[config.mk]
export PLATFORM = sky130hd
export DESIGN_NAME = irq_agg_top
export DESIGN_NICKNAME = d
export VERILOG_FILES = /design/src/rtl/irq_agg_pkg.sv /design/src/rtl/irq_agg_mask_bank.sv /design/src/rtl/irq_agg_status.sv /design/src/rtl/irq_agg_top.sv
export SDC_FILE = /design/constraint.sdc
export NUM_CORES = 1
export LEC_CHECK = 0
export BUFFER_PORTS_ARGS = -buffer_cell sky130_fd_sc_hd__buf_2
export CAP_MARGIN = 0
export CELL_PAD_IN_SITES_DETAIL_PLACEMENT = 2
export CELL_PAD_IN_SITES_GLOBAL_PLACEMENT = 2
export CORE_UTILIZATION = 40
export CTS_CLUSTER_DIAMETER = 30
export CTS_CLUSTER_SIZE = 25
export DETAILED_ROUTE_END_ITERATION = 16
export GPL_TIMING_DRIVEN = 0
export PLACE_DENSITY = 0.84
export SETUP_SLACK_MARGIN = 0.2
export SLEW_MARGIN = 20
export SYNTH_ARGS = -nofsm -noshare
export SYNTH_HDL_FRONTEND = slang
export SYNTH_SLANG_ARGS = --single-unit
export TNS_END_PERCENT = 50
[constraint.sdc]
create_clock -name clk -period 3.1 [get_ports clk]
set_input_delay 0.155 -clock clk [delete_from_list [all_inputs] [get_ports clk]]
set_output_delay 0.155 -clock clk [all_outputs]
set_load 0.1 [all_outputs]
[src/rtl/irq_agg_pkg.sv]
package irq_agg_pkg;

  // Register regions seen by the byte-wide register port
  typedef enum logic [1:0] {
    RGN_STATUS = 2'd0,
    RGN_LMASK  = 2'd1,
    RGN_SMASK  = 2'd2,
    RGN_NONE   = 2'd3
  } rgn_e;

endpackage

[src/rtl/irq_agg_mask_bank.sv]
module irq_agg_mask_bank #(
  parameter int NBYTES = 3,
  parameter int BW     = 8,
  localparam int IDXW  = (NBYTES > 1) ? $clog2(NBYTES) : 1,
  localparam int NBITS = NBYTES * BW
) (
  input  logic            clk,
  input  logic            rst_n,
  input  logic            wr_en,
  input  logic [IDXW-1:0] wr_idx,
  input  logic [BW-1:0]   wr_data,
  output logic [NBITS-1:0] mask
);

  for (genvar b = 0; b < NBYTES; b++) begin : g_byte
    logic [BW-1:0] byte_q;

    always_ff @(posedge clk or negedge rst_n) begin
      if (!rst_n)
        byte_q <= '1;
      else if (wr_en && (int'(wr_idx) == b))
        byte_q <= wr_data;
    end

    assign mask[b*BW +: BW] = byte_q;
  end

endmodule

[src/rtl/irq_agg_status.sv]
module irq_agg_status #(
  parameter int NBITS = 24
) (
  input  logic             clk,
  input  logic             rst_n,
  input  logic [NBITS-1:0] evt,
  input  logic [NBITS-1:0] smask,
  input  logic             clr,
  output logic [NBITS-1:0] status
);

  logic [NBITS-1:0] set_vec;
  logic [NBITS-1:0] keep_vec;

  // events admitted by the status mask; they win over a clear
  assign set_vec  = evt & ~smask;
  assign keep_vec = clr ? '0 : status;

  always_ff @(posedge clk or negedge rst_n) begin
    if (!rst_n)
      status <= '0;
    else
      status <= keep_vec | set_vec;
  end

  AST_MASKED_NO_SET: assert property (@(posedge clk) disable iff (!rst_n)
    ((status & ~$past(status)) & ~$past(evt & ~smask)) == '0);

  AST_STICKY_HOLD: assert property (@(posedge clk) disable iff (!rst_n)
    !clr |=> ((status & $past(status)) == $past(status)));

  AST_CLEAR_ALL: assert property (@(posedge clk) disable iff (!rst_n)
    clr |=> (status == $past(evt & ~smask)));

endmodule

[src/rtl/irq_agg_top.sv]
module irq_agg_top #(
  parameter int NBYTES = 3,
  parameter int BW     = 8,
  parameter int ADDR_W = 4,
  localparam int NBITS = NBYTES * BW,
  localparam int IDXW  = (NBYTES > 1) ? $clog2(NBYTES) : 1,
  localparam int NREG  = 3 * NBYTES
) (
  input  logic              clk,
  input  logic              rst_n,
  input  logic [NBITS-1:0]  src_evt,
  input  logic [ADDR_W-1:0] reg_addr,
  input  logic              reg_we,
  input  logic [BW-1:0]     reg_wdata,
  output logic [BW-1:0]     reg_rdata,
  output logic              irq_o
);
  import irq_agg_pkg::*;

  rgn_e             rgn;
  logic [IDXW-1:0]  idx;
  logic [NBITS-1:0] status;
  logic [NBITS-1:0] lmask;
  logic [NBITS-1:0] smask;
  logic             status_clr;
  logic             irq_q;

  // address decode: status bytes, then line masks, then status masks
  always_comb begin
    int a;
    int off;
    a   = int'(reg_addr);
    off = 0;
    rgn = RGN_NONE;
    if (a < NBYTES) begin
      rgn = RGN_STATUS;
      off = a;
    end else if (a < 2 * NBYTES) begin
      rgn = RGN_LMASK;
      off = a - NBYTES;
    end else if (a < NREG) begin
      rgn = RGN_SMASK;
      off = a - 2 * NBYTES;
    end
    idx = IDXW'(off);
  end

  assign status_clr = reg_we && (rgn == RGN_STATUS);

  irq_agg_status #(
    .NBITS (NBITS)
  ) u_status (
    .clk    (clk),
    .rst_n  (rst_n),
    .evt    (src_evt),
    .smask  (smask),
    .clr    (status_clr),
    .status (status)
  );

  irq_agg_mask_bank #(
    .NBYTES (NBYTES),
    .BW     (BW)
  ) u_lmask (
    .clk     (clk),
    .rst_n   (rst_n),
    .wr_en   (reg_we && (rgn == RGN_LMASK)),
    .wr_idx  (idx),
    .wr_data (reg_wdata),
    .mask    (lmask)
  );

  irq_agg_mask_bank #(
    .NBYTES (NBYTES),
    .BW     (BW)
  ) u_smask (
    .clk     (clk),
    .rst_n   (rst_n),
    .wr_en   (reg_we && (rgn == RGN_SMASK)),
    .wr_idx  (idx),
    .wr_data (reg_wdata),
    .mask    (smask)
  );

  // read mux
  always_comb begin
    unique case (rgn)
      RGN_STATUS: reg_rdata = status[idx*BW +: BW];
      RGN_LMASK:  reg_rdata = lmask[idx*BW +: BW];
      RGN_SMASK:  reg_rdata = smask[idx*BW +: BW];
      default:    reg_rdata = '0;
    endcase
  end

  // registered interrupt line
  always_ff @(posedge clk or negedge rst_n) begin
    if (!rst_n)
      irq_q <= 1'b0;
    else
      irq_q <= |(status & ~lmask);
  end

  assign irq_o = irq_q;

  AST_LINE_ALL_MASKED: assert property (@(posedge clk) disable iff (!rst_n)
    $past(&lmask) |-> !irq_o);

  AST_IRQ_NEEDS_STATUS: assert property (@(posedge clk) disable iff (!rst_n)
    !$past(|status) |-> !irq_o);

  AST_OOR_READ_ZERO: assert property (@(posedge clk) disable iff (!rst_n)
    (int'(reg_addr) >= NREG) |-> (reg_rdata == '0));

endmodule

==> flow_summary.ini <==
[worst_setup_path]
required_ns = 2.94
r2r_end = irq_o$_DFF_PN0_
crit_type = input port to output pin
critPathLaunchType = input port
r2r_setup_slack_ns = 1.32
cp-end-kind = output pin
arrival_ns = 2.66
path_max_fanout = 10
rr_startpoint = u_lmask.g_byte[0].byte_q[3]$_DFFE_PN1P_
worst-r2r-cell-count = 4

[die]
die_w_microns = 104
core_sq_um = 9910
start_util_pct = 41.8
row_count = 36
fp.dieArea_sq_um = 10800
num_io_pins = 48
die_h_microns = 104

[cts]
clock_latency_ns = 0.39
clock_path_buffers = 2
cts.sinks = 73
htree_levels = 3
path_clk_slew_ns = 0.08
cts_buffers = 9
cts_tree = yes
cts_root_buf = clkbuf_8

[worst_hold_path]
hold_path_startpoint = src_evt[21]
hold_class = input port to flop
hold_depth = 3
whs_endpoint = u_status.status[21]$_DFF_PN0_

[synthesis]
synth_cell_type_count = 43
synth_ff_type = dfstp_2
syn_avg_cell_area_sq_um = 9.60
synth_edf_count = 0
syn_inst = 432
yosysSeqAreaShare_pct = 45.5
yosysWarnings = 0
syn-num-nets = 473
synth-seq-cells = 73
syn_area_sq_um = 4150
synthArstFlopShare_pct = 100

[drt]
drt-pass1-iter-count = 4
drt-total-wl_mm = 15.6
ant_nets = 0
drcViolationCount = 0
vias_per_cell = 6.05
avgRoutedWirePerCell_microns = 24.7
route.vias.total = 3819
first_iter_violations = 202

[global_route]
grt_overflow = 0
grt_max_degree = 57
grt_usage_pct = 30.8
grt_antenna_before_repair = 0
grt_pass1_vias = 4415
grt_pass1_wl_mm = 24.9

[cells_and_area]
layout-drive-gt1-share_pct = 35.1
areaGrowthSynthToFinish_pct = 17.5
nets = 534
final_core_util_pct = 49.2
num_antenna_cells = 0
design_area_sq_um = 4870

[power]
p_clk_share_pct = 28.2
swShare_pct = 35.0
intPower_w = 0.00217
p_per_area_nw_per_um2 = 686
seqPwrFrac_pct = 46.4
comb_power_share_pct = 25.4
ir_worst_vdd_v = 0.000475
p_leak_nw = 2.17
power.switching_w = 0.00117

[placement]
hpwl_mm = 11.2
pre_cts_slack_ns = -0.0185
place_area_sq_um = 4580
place_congestion = 0.855
portBuffers = 46

[timing]
maxSlewViolCount = 0
finalSetupViolCount = 0
rsz0062_at_grt = true
period_minus_slack_ns = 2.82
worstMarginPinSlew_ns = 1.00
maxSlewHeadroom_pct = 32.8
setup_slack_ns = 0.283
skew_ns = 0.00697
max_freq_ghz = 0.355
hold_violations = 0
period_share_pct = 90.9
setup_tns_ns = 0

[flow_run]
maxCapViolations = 0

[run_status]
outcome = complete, no violations
==> power by group through the flow <==
| stage | combinational (W) | sequential, W | clock [W] |
|---|---|---|---|
| final | 0.000851 | 0.00155 | 0.000944 |
| after global routing | 0.000916 | 0.00158 | 0.000995 |
| after CTS | 0.000848 | 0.00155 | 0.000956 |
| after detailed placement | 0.000833 | 0.00156 | 0 |
| after global placement | 0.000773 | 0.00153 | 0 |
| after floorplan | 0.000618 | 0.00146 | 0 |
==> layout by cell type (no fill, tap or decap), types with 8 or more instances in the layout <==
master / n
a221oi_1: 16
a22oi_1: 10
buf_2: 51
clkbuf_1: 12
clkbuf_8: 9
dfrtp_1: 25
dfstp_2: 48
inv_1: 50
mux2_1: 9
mux2_2: 40
nand2_1: 46
nand3_1: 8
nor2_1: 16
nor3_1: 16
o211ai_1: 14
o21ai_0: 34
o22ai_1: 35
==> state kept, by name (all words and copies together), names as in the netlist <==
signal                 cells
irq_o                      1
u_lmask.g_byte.byte_q     24
u_smask.g_byte.byte_q     24
u_status.status           24
==> metal layers <==
metal / wire length (microns) / track usage [%] / vias to the layer above
met3: 688 / 7.55 / 44
met4: 632 / 15.8 / 0
met2: 8090 / 53.3 / 110
met1: 6160 / 35.1 / 1990
met5: 0 / 0 / -
li1: - / - / 1675
==> synth_stat cells (3+ instances only) <==
| master | number | area (sq um) |
|---|---|---|
| nor3_1 | 17 | 85.1 |
| nand2_1 | 46 | 173 |
| clkbuf_1 | 15 | 56.3 |
| nor2_1 | 16 | 60.1 |
| buf_1 | 4 | 15.0 |
| mux2_2 | 40 | 450 |
| o22ai_1 | 35 | 219 |
| a22oi_1 | 10 | 75.1 |
| nor2b_1 | 4 | 25.0 |
| nor3_2 | 3 | 30.0 |
| o21ai_0 | 34 | 170 |
| mux2_1 | 9 | 101 |
| nand3_1 | 8 | 40.0 |
| o211ai_1 | 14 | 105 |
| a221oi_1 | 16 | 140 |
| and3_1 | 3 | 18.8 |
| inv_1 | 50 | 188 |
| buf_2 | 6 | 30.0 |
| dfstp_2 | 48 | 1260 |
| dfrtp_1 | 25 | 626 |
==> worst max path at each step <==
stage / from / to / slack (ns)
2_1_floorplan: reg_addr[0] / reg_rdata[6] / 0.69
3_3_place_gp: reg_addr[1] / reg_rdata[6] / -0.25
3_5_place_dp: reg_addr[0] / reg_rdata[7] / -0.02
4_1_cts: reg_addr[0] / reg_rdata[6] / 0.17
5_1_grt: reg_addr[1] / reg_rdata[7] / 0.18
6_report: reg_addr[2] / reg_rdata[7] / 0.28
==> cells by family (layout without fill, tap and decap cells) <==
| family | count (synthesis) | count (layout) | synth area share, % |
|---|---|---|---|
| adders and majority gates | 2 | 2 | 0.603 |
| buffers and inverters | 76 | 142 | 7.15 |
| DFF | 73 | 73 | 45.5 |
| AOI/OAI and AO/OA | 118 | 118 | 19.6 |
| xor gates and xnor gates | 2 | 2 | 0.423 |
| and+or+nand+nor | 111 | 111 | 13.2 |
| muxes | 50 | 50 | 13.5 |
==> critical path, cell delays in order <==
cell      delay (ns)
buf_2           0.17
clkbuf_1        0.48
inv_1           0.28
clkbuf_1        0.33
a221oi_1        0.47
o211ai_1        0.20
nand3_1         0.14
buf_2           0.43
==> what timing repair did <==
item                                    in CTS  in global routing
endpoints found under the hold margin       35                  0
resized for setup                            3                  6
hold buffers                                 1                  0
buffers inserted                             0                  2
pin swaps                                    0                  1
endpoints found under the setup margin       8                  8
gates cloned                                 0                  0
==> stage by stage <==
| step | power [W] | instances | hold WS, ns |
|---|---|---|---|
| finish | 0.00335 | 631 | 0.00425 |
| detailed placement | 0.00239 | 612 | 0.0572 |
| CTS | 0.00335 | 629 | 0.00187 |
| global route | 0.00349 | 631 | 0.00624 |
| global placement | 0.00230 | 611 | 0.402 |
| floorplan | 0.00207 | 432 | -0.141 |
==> final cells by class <==
class | instances | area (sq um)
Sequential cell | 73 | 1890
Multi-Input combinational cell | 283 | 1980
Clock inverter | 6 | 115
Inverter | 50 | 188
Clock buffer | 10 | 128
Buffer | 26 | 115
Fill cell | 1080 | 5040
Tap cell | 133 | 166
Timing Repair Buffer | 50 | 298
Note: power is estimated with default switching activity, not from simulation.
